$ cat src/rtl/freq_arb_pkg.sv
package freq_arb_pkg;
  typedef enum logic [1:0] {
    M_LOST = 2'd0,
    M_RIDE = 2'd1,
    M_SEED = 2'd2,
    M_LOCK = 2'd3
  } arb_mode_t;
endpackage

$ cat src/rtl/step_window.sv
module step_window #(
  parameter int AW = 16
) (
  input  logic signed [AW-1:0] step,
  input  logic signed [AW-1:0] lim_lo,
  input  logic signed [AW-1:0] lim_hi,
  output logic                 in_win
);
  always_comb begin
    in_win = (step >= lim_lo) && (step <= lim_hi);
  end
endmodule

$ cat src/rtl/stage_timer.sv
module stage_timer #(
  parameter int T1 = 50,
  parameter int T2 = 80
) (
  input  logic clk,
  input  logic rst_n,
  input  logic tick,
  input  logic volts,
  output logic en1,
  output logic en2
);
  localparam int SW = $clog2(T2 + 1);
  localparam logic [SW-1:0] T1_V = SW'(T1);
  localparam logic [SW-1:0] T2_V = SW'(T2);

  logic [SW-1:0] up_q, up_d;

  always_comb begin
    up_d = up_q;
    if (tick) begin
      if (!volts)
        up_d = '0;
      else if (up_q < T2_V)
        up_d = up_q + SW'(1);
    end
  end

  always_ff @(posedge clk or negedge rst_n) begin
    if (!rst_n) up_q <= '0;
    else        up_q <= up_d;
  end

  assign en1 = (up_q >= T1_V);
  assign en2 = (up_q >= T2_V);
endmodule

$ cat src/rtl/arb_fsm.sv
module arb_fsm
  import freq_arb_pkg::*;
#(
  parameter int FW = 16,
  parameter int CW = 8
) (
  input  logic          clk,
  input  logic          rst_n,
  input  logic          tick,
  input  logic          fv,
  input  logic          locked,
  input  logic          volts,
  input  logic [FW-1:0] fast,
  input  logic [FW-1:0] loop,
  input  logic [CW-1:0] ride_max,
  output logic [FW-1:0] freq,
  output logic          seed,
  output logic          pre,
  output logic [FW-1:0] fill,
  output logic          fok,
  output logic          hold,
  output logic          inval
);
  arb_mode_t     mode_q, mode_d;
  logic [CW-1:0] cnt_q, cnt_d;
  logic [CW:0]   cnt_inc;
  logic [FW-1:0] good_q, good_d, freq_q, freq_d, fill_q, fill_d;
  logic          seed_q, seed_d, pre_q, pre_d, fok_q, fok_d;

  assign cnt_inc = {1'b0, cnt_q} + (CW+1)'(1);

  always_comb begin
    mode_d = mode_q;
    cnt_d  = cnt_q;
    good_d = good_q;
    freq_d = freq_q;
    fill_d = fill_q;
    fok_d  = fok_q;
    seed_d = 1'b0;
    pre_d  = 1'b0;
    if (tick) begin
      fok_d = fv;
      if ((locked || fv) && volts)
        good_d = locked ? loop : fast;
      if (locked) begin
        mode_d = M_LOCK;
        freq_d = loop;
      end else if (fv) begin
        mode_d = M_SEED;
        freq_d = fast;
        fill_d = fast;
        seed_d = 1'b1;
        pre_d  = 1'b1;
      end else begin
        freq_d = good_q;
        unique case (mode_q)
          M_LOCK, M_SEED: begin
            mode_d = M_RIDE;
            cnt_d  = '0;
            fill_d = good_q;
            pre_d  = 1'b1;
          end
          M_RIDE: begin
            if (cnt_inc >= {1'b0, ride_max}) mode_d = M_LOST;
            else                             cnt_d  = cnt_inc[CW-1:0];
          end
          default: mode_d = M_LOST;
        endcase
      end
    end
  end

  always_ff @(posedge clk or negedge rst_n) begin
    if (!rst_n) begin
      mode_q <= M_LOST;
      cnt_q  <= '0;
      good_q <= '0;
      freq_q <= '0;
      fill_q <= '0;
      fok_q  <= 1'b0;
      seed_q <= 1'b0;
      pre_q  <= 1'b0;
    end else begin
      mode_q <= mode_d;
      cnt_q  <= cnt_d;
      good_q <= good_d;
      freq_q <= freq_d;
      fill_q <= fill_d;
      fok_q  <= fok_d;
      seed_q <= seed_d;
      pre_q  <= pre_d;
    end
  end

  assign freq  = freq_q;
  assign seed  = seed_q;
  assign pre   = pre_q;
  assign fill  = fill_q;
  assign fok   = fok_q;
  assign hold  = (mode_q == M_RIDE);
  assign inval = (mode_q == M_LOST);
endmodule

$ cat src/rtl/freq_arbiter.sv
module freq_arbiter #(
  parameter int FW = 16,
  parameter int AW = 16,
  parameter int CW = 8,
  parameter int STAGE1_FRAMES = 50,
  parameter int STAGE2_FRAMES = 80
) (
  input  logic                 clk,
  input  logic                 rst_n,
  input  logic                 frame_tick,
  input  logic [FW-1:0]        fast_freq,
  input  logic [FW-1:0]        loop_freq,
  input  logic signed [AW-1:0] ang_step,
  input  logic signed [AW-1:0] step_lo,
  input  logic signed [AW-1:0] step_hi,
  input  logic                 loop_locked,
  input  logic                 volts_ok,
  input  logic [CW-1:0]        ride_max,
  output logic [FW-1:0]        freq_out,
  output logic                 seed_stb,
  output logic                 preload_stb,
  output logic [FW-1:0]        fill_val,
  output logic                 fast_ok,
  output logic                 hold_act,
  output logic                 freq_invalid,
  output logic                 stage1_en,
  output logic                 stage2_en
);
  logic win_ok;

  step_window #(.AW(AW)) win_i (
    .step(ang_step), .lim_lo(step_lo), .lim_hi(step_hi), .in_win(win_ok)
  );

  arb_fsm #(.FW(FW), .CW(CW)) fsm_i (
    .clk(clk), .rst_n(rst_n), .tick(frame_tick), .fv(win_ok),
    .locked(loop_locked), .volts(volts_ok), .fast(fast_freq),
    .loop(loop_freq), .ride_max(ride_max), .freq(freq_out),
    .seed(seed_stb), .pre(preload_stb), .fill(fill_val), .fok(fast_ok),
    .hold(hold_act), .inval(freq_invalid)
  );

  stage_timer #(.T1(STAGE1_FRAMES), .T2(STAGE2_FRAMES)) stg_i (
    .clk(clk), .rst_n(rst_n), .tick(frame_tick), .volts(volts_ok),
    .en1(stage1_en), .en2(stage2_en)
  );
endmodule

$ cat config.mk
export PLATFORM = sky130hd
export DESIGN_NAME = freq_arbiter
export DESIGN_NICKNAME = d
export VERILOG_FILES = /design/src/rtl/freq_arb_pkg.sv /design/src/rtl/step_window.sv /design/src/rtl/stage_timer.sv /design/src/rtl/arb_fsm.sv /design/src/rtl/freq_arbiter.sv
export SDC_FILE = /design/constraint.sdc
export NUM_CORES = 1
export LEC_CHECK = 0
export ABC_AREA = 1
export ABC_CLOCK_PERIOD_IN_PS = 4500
export BUFFER_PORTS_ARGS = -buffer_cell sky130_fd_sc_hd__buf_2
export CAP_MARGIN = 20
export CELL_PAD_IN_SITES_DETAIL_PLACEMENT = 0
export CELL_PAD_IN_SITES_GLOBAL_PLACEMENT = 1
export CORE_MARGIN = 2
export CORE_UTILIZATION = 41
export CTS_BUF_LIST = sky130_fd_sc_hd__clkbuf_16
export DETAILED_ROUTE_END_ITERATION = 8
export HOLD_SLACK_MARGIN = 0.15
export PLACE_DENSITY_LB_ADDON = 0.1
export SLEW_MARGIN = 10
export SYNTH_ARGS = -nofsm -noshare
export SYNTH_HDL_FRONTEND = slang
export SYNTH_HIERARCHICAL = 1
export SYNTH_SLANG_ARGS = --single-unit
$ cat constraint.sdc
create_clock -name clk -period 4.5 [get_ports clk]
set_clock_uncertainty 0.05 [all_clocks]
set_input_delay 0.225 -clock clk [delete_from_list [all_inputs] [get_ports clk]]
set_output_delay 0.225 -clock clk [all_outputs]
set_load 0.02 [all_outputs]
# Word level (Yosys, flattened, before mapping)
# Cells that the tools add are included.
# classes
muxes,20
reduce_logical,12
n_div,0
eq_ne,6
bitwise_logic,2
n_lt_le_gt_ge,6
n_mul,0
shifts,0
addsub,2
# op_table
cell,count
16-bit two-way mux,5
16-bit greater-or-equal comparator,1
16-bit <= comparator,1
8-bit one-hot mux with 2 select lines,1
7-bit two-way mux,2
8-bit by 1-bit adder with 9-bit output (second input constant),1
9-bit by 8-bit greater-or-equal comparator with 1-bit output,1
8-bit two-way mux,1
7-bit by 1-bit adder with 7-bit output (second input constant),1
7-bit by 6-bit greater-or-equal comparator with 1-bit output (second input constant),1
7-bit greater-or-equal comparator (second input constant),1
7-bit < comparator (second input constant),1
1-bit two-way mux,7
2-bit two-way mux,3
2-bit AND reduction,3
5-bit AND reduction,1
2-bit == test (second input constant),2
4-bit by 2-bit != test with 1-bit output (second input constant),1
2-bit one-hot mux with 2 select lines,1
2-bit nonzero test,2
3-bit AND reduction,1
2-bit by 1-bit == test with 1-bit output (second input constant),1
1-bit logical AND,2
2-bit zero test,1
other kinds (5),6
# word_totals
rom_bits,0
wordCells,57
mem_bits_rw,0
reg_bits,68
mem_count,0
latchBits,0

# Logic depth before layout (Yosys ltp)
# depth
depth_word,6
mapped_depth,23
mapped_depth_nobuf,22

# Cells and area by module
# Netlist, hierarchy kept.
# modules_own_cells
mod,seq_area_each_um2,instances,cells_per_inst,area_per_inst_um2
arb_fsm,1526.5,1,398,3253.1
step_window,0.0,1,152,912.1
stage_timer,175.2,1,66,470.5

# Worst setup path after synthesis
# No wires, ideal clock.
# synth_path
kind,in2reg
from,input step_hi[15]
to,"register fsm_i.fill_q[10], in the netlist fsm_i/fill[10]"
stages,14
setup_slack_ps,2331
required_time_ps,4323
arrival_ps,1991
setup_ps,127
cell_sequence,inv_1 -> ha_1 -> a21oi_1 -> o21ai_0 -> a21oi_1 -> nand3_1 -> nand3_1 -> nand2_1 -> inv_1 -> clkbuf_8 -> nor2_4 -> nor2_8 -> buf_6 -> mux2_1
# synth_between
elab_chain_len,4
elab_cells_between_ends,5
cone_classes,1 x order compare; 1 x mux; 3 x reduce/logical
# synth_lines
item,line_no,text
"start, declared",freq_arbiter.sv:15,"input logic signed [AW-1:0] step_hi,"
16-bit <= comparator *,step_window.sv:10,in_win = (step >= lim_lo) && (step <= lim_hi);
1-bit logical AND *,step_window.sv:10,
via win_ok,freq_arbiter.sv:29,logic win_ok;
2-bit nonzero test (no source line),--,
3-bit AND reduction (no source line),--,
"end signal, assigned",arb_fsm.sv:88,fill_q <= fill_d;
"end, declared",arb_fsm.sv:27,"logic [FW-1:0] good_q, good_d, freq_q, freq_d, fill_q, fill_d;"
# The timed path passes the listed nets; every way through them passes the cells marked *.
# A chain may end at the register's enable or synchronous reset.

# Final worst setup path
# layout_path
from,input ang_step[15]
to,register fsm_i.good_q[9]
# layout_between
elab_chain_len,5
elab_cells_between_ends,6
cone_classes,2 x order compare; 4 x reduce/logical
# layout_lines
item,line_no,text
"start, declared",freq_arbiter.sv:13,"input logic signed [AW-1:0] ang_step,"
16-bit greater-or-equal comparator / 16-bit <= comparator (equally long branches),step_window.sv:10,
1-bit logical AND *,step_window.sv:10,
via win_ok,freq_arbiter.sv:29,
1-bit logical OR *,arb_fsm.sv:43,if ((locked || fv) && volts)
1-bit logical AND *,arb_fsm.sv:43,
2-bit AND reduction (no source line) *,--,
"end signal, assigned",arb_fsm.sv:86,good_q <= good_d;
"end, declared",arb_fsm.sv:27,
# Marked as above.

==> out/results.tsv <==
metric	value	unit
combinational group share of total power	29.8	%
Diodes inserted	0	
clk sink count	68	
Peak VDD IR	0.214	mV
buffers added on ports	131	
Ys Warns	6	
# setup viols final	0	
Worst-Skew Late Latency	0.33	ns
Initial DRC Count	187	
Filler cells	1040	
Worst path top cell family by delay	buffers and inverters	
drt first pass iters	4	
post_cts resized	0	
Top FF cell, synth	dfrtp_1	
sequential-to-total area share from yosys stat	36.7	%
Top cell by count, worst path	nand2_1	
fin area	0.00587	mm²
Avg Cell Area, Syn	7.53	µm²
H-tree lvl count	3	
Area Growth Syn to Fin	26.7	%
Slew @ Worst Pin	0.845	ns
vias	4317	
Clk network pwr share	33.7	%
crit end category	flip-flop	
antenna violations before repair	0	
vias in the first global route	4100	
min cycle time layout	2.58	ns
critical path class	input port to flip-flop	
hold path depth	3	
critical path, cell by cell	buf_2 > ha_1 > a21oi_1 > o21ai_0 > a21oi_1 > nand3_1 > nand3_1 > nand2_1 > inv_1 > nor2_1 > inv_1 > nand2_1 > nor2_2 > buf_4 > nand2_1 > o21ai_1	
largest stage delay on the critical path	0.48	ns
Die Ht	110	µm
sequential group share of total power	36.5	%
CTS tree	built	
RSZ-0062 raised after global routing	false	
critical path depth	16	
Post-synth EDFFs	0	
die area	0.0122	mm²
GPL Wtd Cong	0.792	
Netlist Area Pre-Place	0.00464	mm²
Fmax	387	MHz
CP max FO	32	
Buf/Inv on CP	4	
largest net degree at the start of global routing	41	
Setup Buffers After CTS	0	
#FFs+latches synth	68	
row count	38	
R2R depth	18	
Congestion Overflow GR	0	
Switching Power	772	µW
syn_nets	752	
final hold vios	0	
placed inst area	0.00538	mm²
Slew headroom	43.7	%
Detailed Place HPWL	8350	µm
Worst setup SP type	input port	
routed vias/inst	4.77	
max-cap viol count	0	
async set-reset flop share out of synthesis	100	%
Inst Count DP	872	
crit path DAT	2.79	ns
WL/cell	12.1	µm
core area	0.0109	mm²
layout net count	896	
P_int	1.50	mW
Num CTS Buffers	9	
area of the multi-input gates	0.00245	mm²
# IOs	132	
post-detailed-routing wire length	11000	µm
Post-route DRC	0	
first-pass GRT wire length	18000	µm
register area	0.00170	mm²
Hold Path Class	input port to flip-flop	
CP max-delay cell	inv_1	
required time worst endpoint	4.70	ns
Die X	110	µm
Starting Density	42.4	%
Synth Instances	616	
PD cells	387	mW/mm²
Root Buffer	clkbuf_16	
Setup TNS Final	0	ns
static leakage	3.32	nW
Layout Cells excl Fill	905	
GRT Overall Usage	18.8	%
layout cell share with drive strength beyond 1	24.2	%
status	completed	
antenna-violating nets left	0	
synth unique cells	36	
Max clock buf depth	2	
Final period util	57.4	%
switch share	34.0	%
Max Slew Vio Count	0	
Clock transition at path regs	0.06	ns
-- flip-flops by register name (all words and copies together), names as in the netlist --
register,cells
stg_i/up_q,7
fsm_i/mode_q,2
fsm_i/pre,1
fsm_i/fill,16
fsm_i/cnt_q,8
fsm_i/freq,16
fsm_i/seed,1
fsm_i/good_q,16
fsm_i/fok,1
-- repair_timing --
action | 4_1_cts | 5_1_grt
hold endpoints to repair | 49 | 0
endpoints found under the setup margin | 0 | 0
hold buffers | 17 | 0
-- final cells by class --
| cell class | instances | area share, % |
|---|---|---|
| well taps | 140 | 2.98 |
| clock inverters | 7 | 1.68 |
| multi-input cells | 430 | 41.6 |
| flip-flops and latches | 68 | 29.0 |
| inverters | 100 | 6.43 |
| clock buffers | 9 | 3.83 |
| repair buffers | 151 | 14.4 |
-- cells in the mapped netlist, types with 2 or more instances --
cell type	count	area, µm²
nand2_1	195	732
inv_1	95	357
dfrtp_1	68	1700
ha_1	43	538
nor2_1	38	143
nand3_1	27	135
o21ai_0	23	115
o21ai_1	19	95.1
a31oi_1	16	100
a21oi_1	13	65.1
mux2_1	9	101
buf_2	8	40.0
mux2_2	7	78.8
nand2_2	5	31.3
nand4_1	5	31.3
nor3_1	5	25.0
buf_4	4	30.0
inv_2	4	15.0
nand2_4	4	45.0
clkbuf_1	3	11.3
nand3_2	3	30.0
nor2_2	3	18.8
o21bai_1	3	22.5
nor2_4	2	22.5
nor3_2	2	20.0
nor3_4	2	32.5
-- placed cells by master, fill, tap and decap left out, drive strengths merged, types with 2 or more instances in the layout --
cell	netlist	routed
o21ai	42	42
nand2	204	204
clkinv	0	2
buf	14	134
a31oi	17	17
o21bai	3	3
bufinv	0	2
nor2	44	44
nor3	9	9
nand4	5	5
clkbuf	4	9
ha	43	43
nand3	30	30
inv	100	102
a21oi	13	13
dlygate4sd3	0	17
mux2	16	16
dfrtp	68	68
-- tightest hold or removal path: cells and delay by family --
family	cells	cell delay (ns)
buf+inv	1	0.14
compound gates	1	0.05
simple gates	1	0.09
-- per-layer routing --
layer	share of wire (%)	global-route usage, %	vias to the layer above
li1	-	-	2249
met1	45	23.2	1945
met2	47	32.4	116
met3	6.4	4.17	7
met4	1.1	6.52	0
met5	0	0	-
-- logic make-up after synthesis --
kind of cell	Yosys count	synth area share [%]
buffers and inverters	118	10.5
XOR/XNOR	2	0.378
AO/OA/AOI/OAI	76	9.01
AND/OR/NAND/NOR	293	27.9
flip-flops	68	36.7
multiplexers	16	3.89
adder cells (fa/ha/maj)	43	11.6
-- through the flow --
step                hold WS, ns  setup slack, ns  total power [mW]  utilization (%)
global route              0.168             1.55              2.42             53.7
global placement          0.314             1.63              1.50             49.2
CTS                       0.156             1.91              2.31             53.7
floorplan                -0.121             2.33              1.27                -
detailed placement        0.316             1.56              1.52             49.2
finish                    0.162             1.92              2.27             53.7
-- worst paths after layout --
path / from / to / slack, ns
max: ang_step[15] / fsm_i/good_q[9] / 1.92
min: volts_ok / stg_i/up_q[4] / 0.16
max reg2reg: fsm_i/cnt_q[0] / fsm_i/cnt_q[7] / 2.05
min reg2reg: fsm_i/fill[12] / fsm_i/fill[12] / 0.44
max in group asynchronous: rst_n / fsm_i/good_q[1] / 2.96
min in group asynchronous: rst_n / fsm_i/freq[13] / 0.47
-- power groups by stage --
stage	Sequential (mW)	Clock [mW]	Combinational [mW]
after CTS	0.831	0.785	0.689
after global placement	0.837	0	0.661
after floorplan	0.944	0	0.321
after detailed placement	0.841	0	0.675
after global routing	0.845	0.807	0.766
final	0.829	0.766	0.676
No activity file was read; power rests on OpenSTA's default activity.
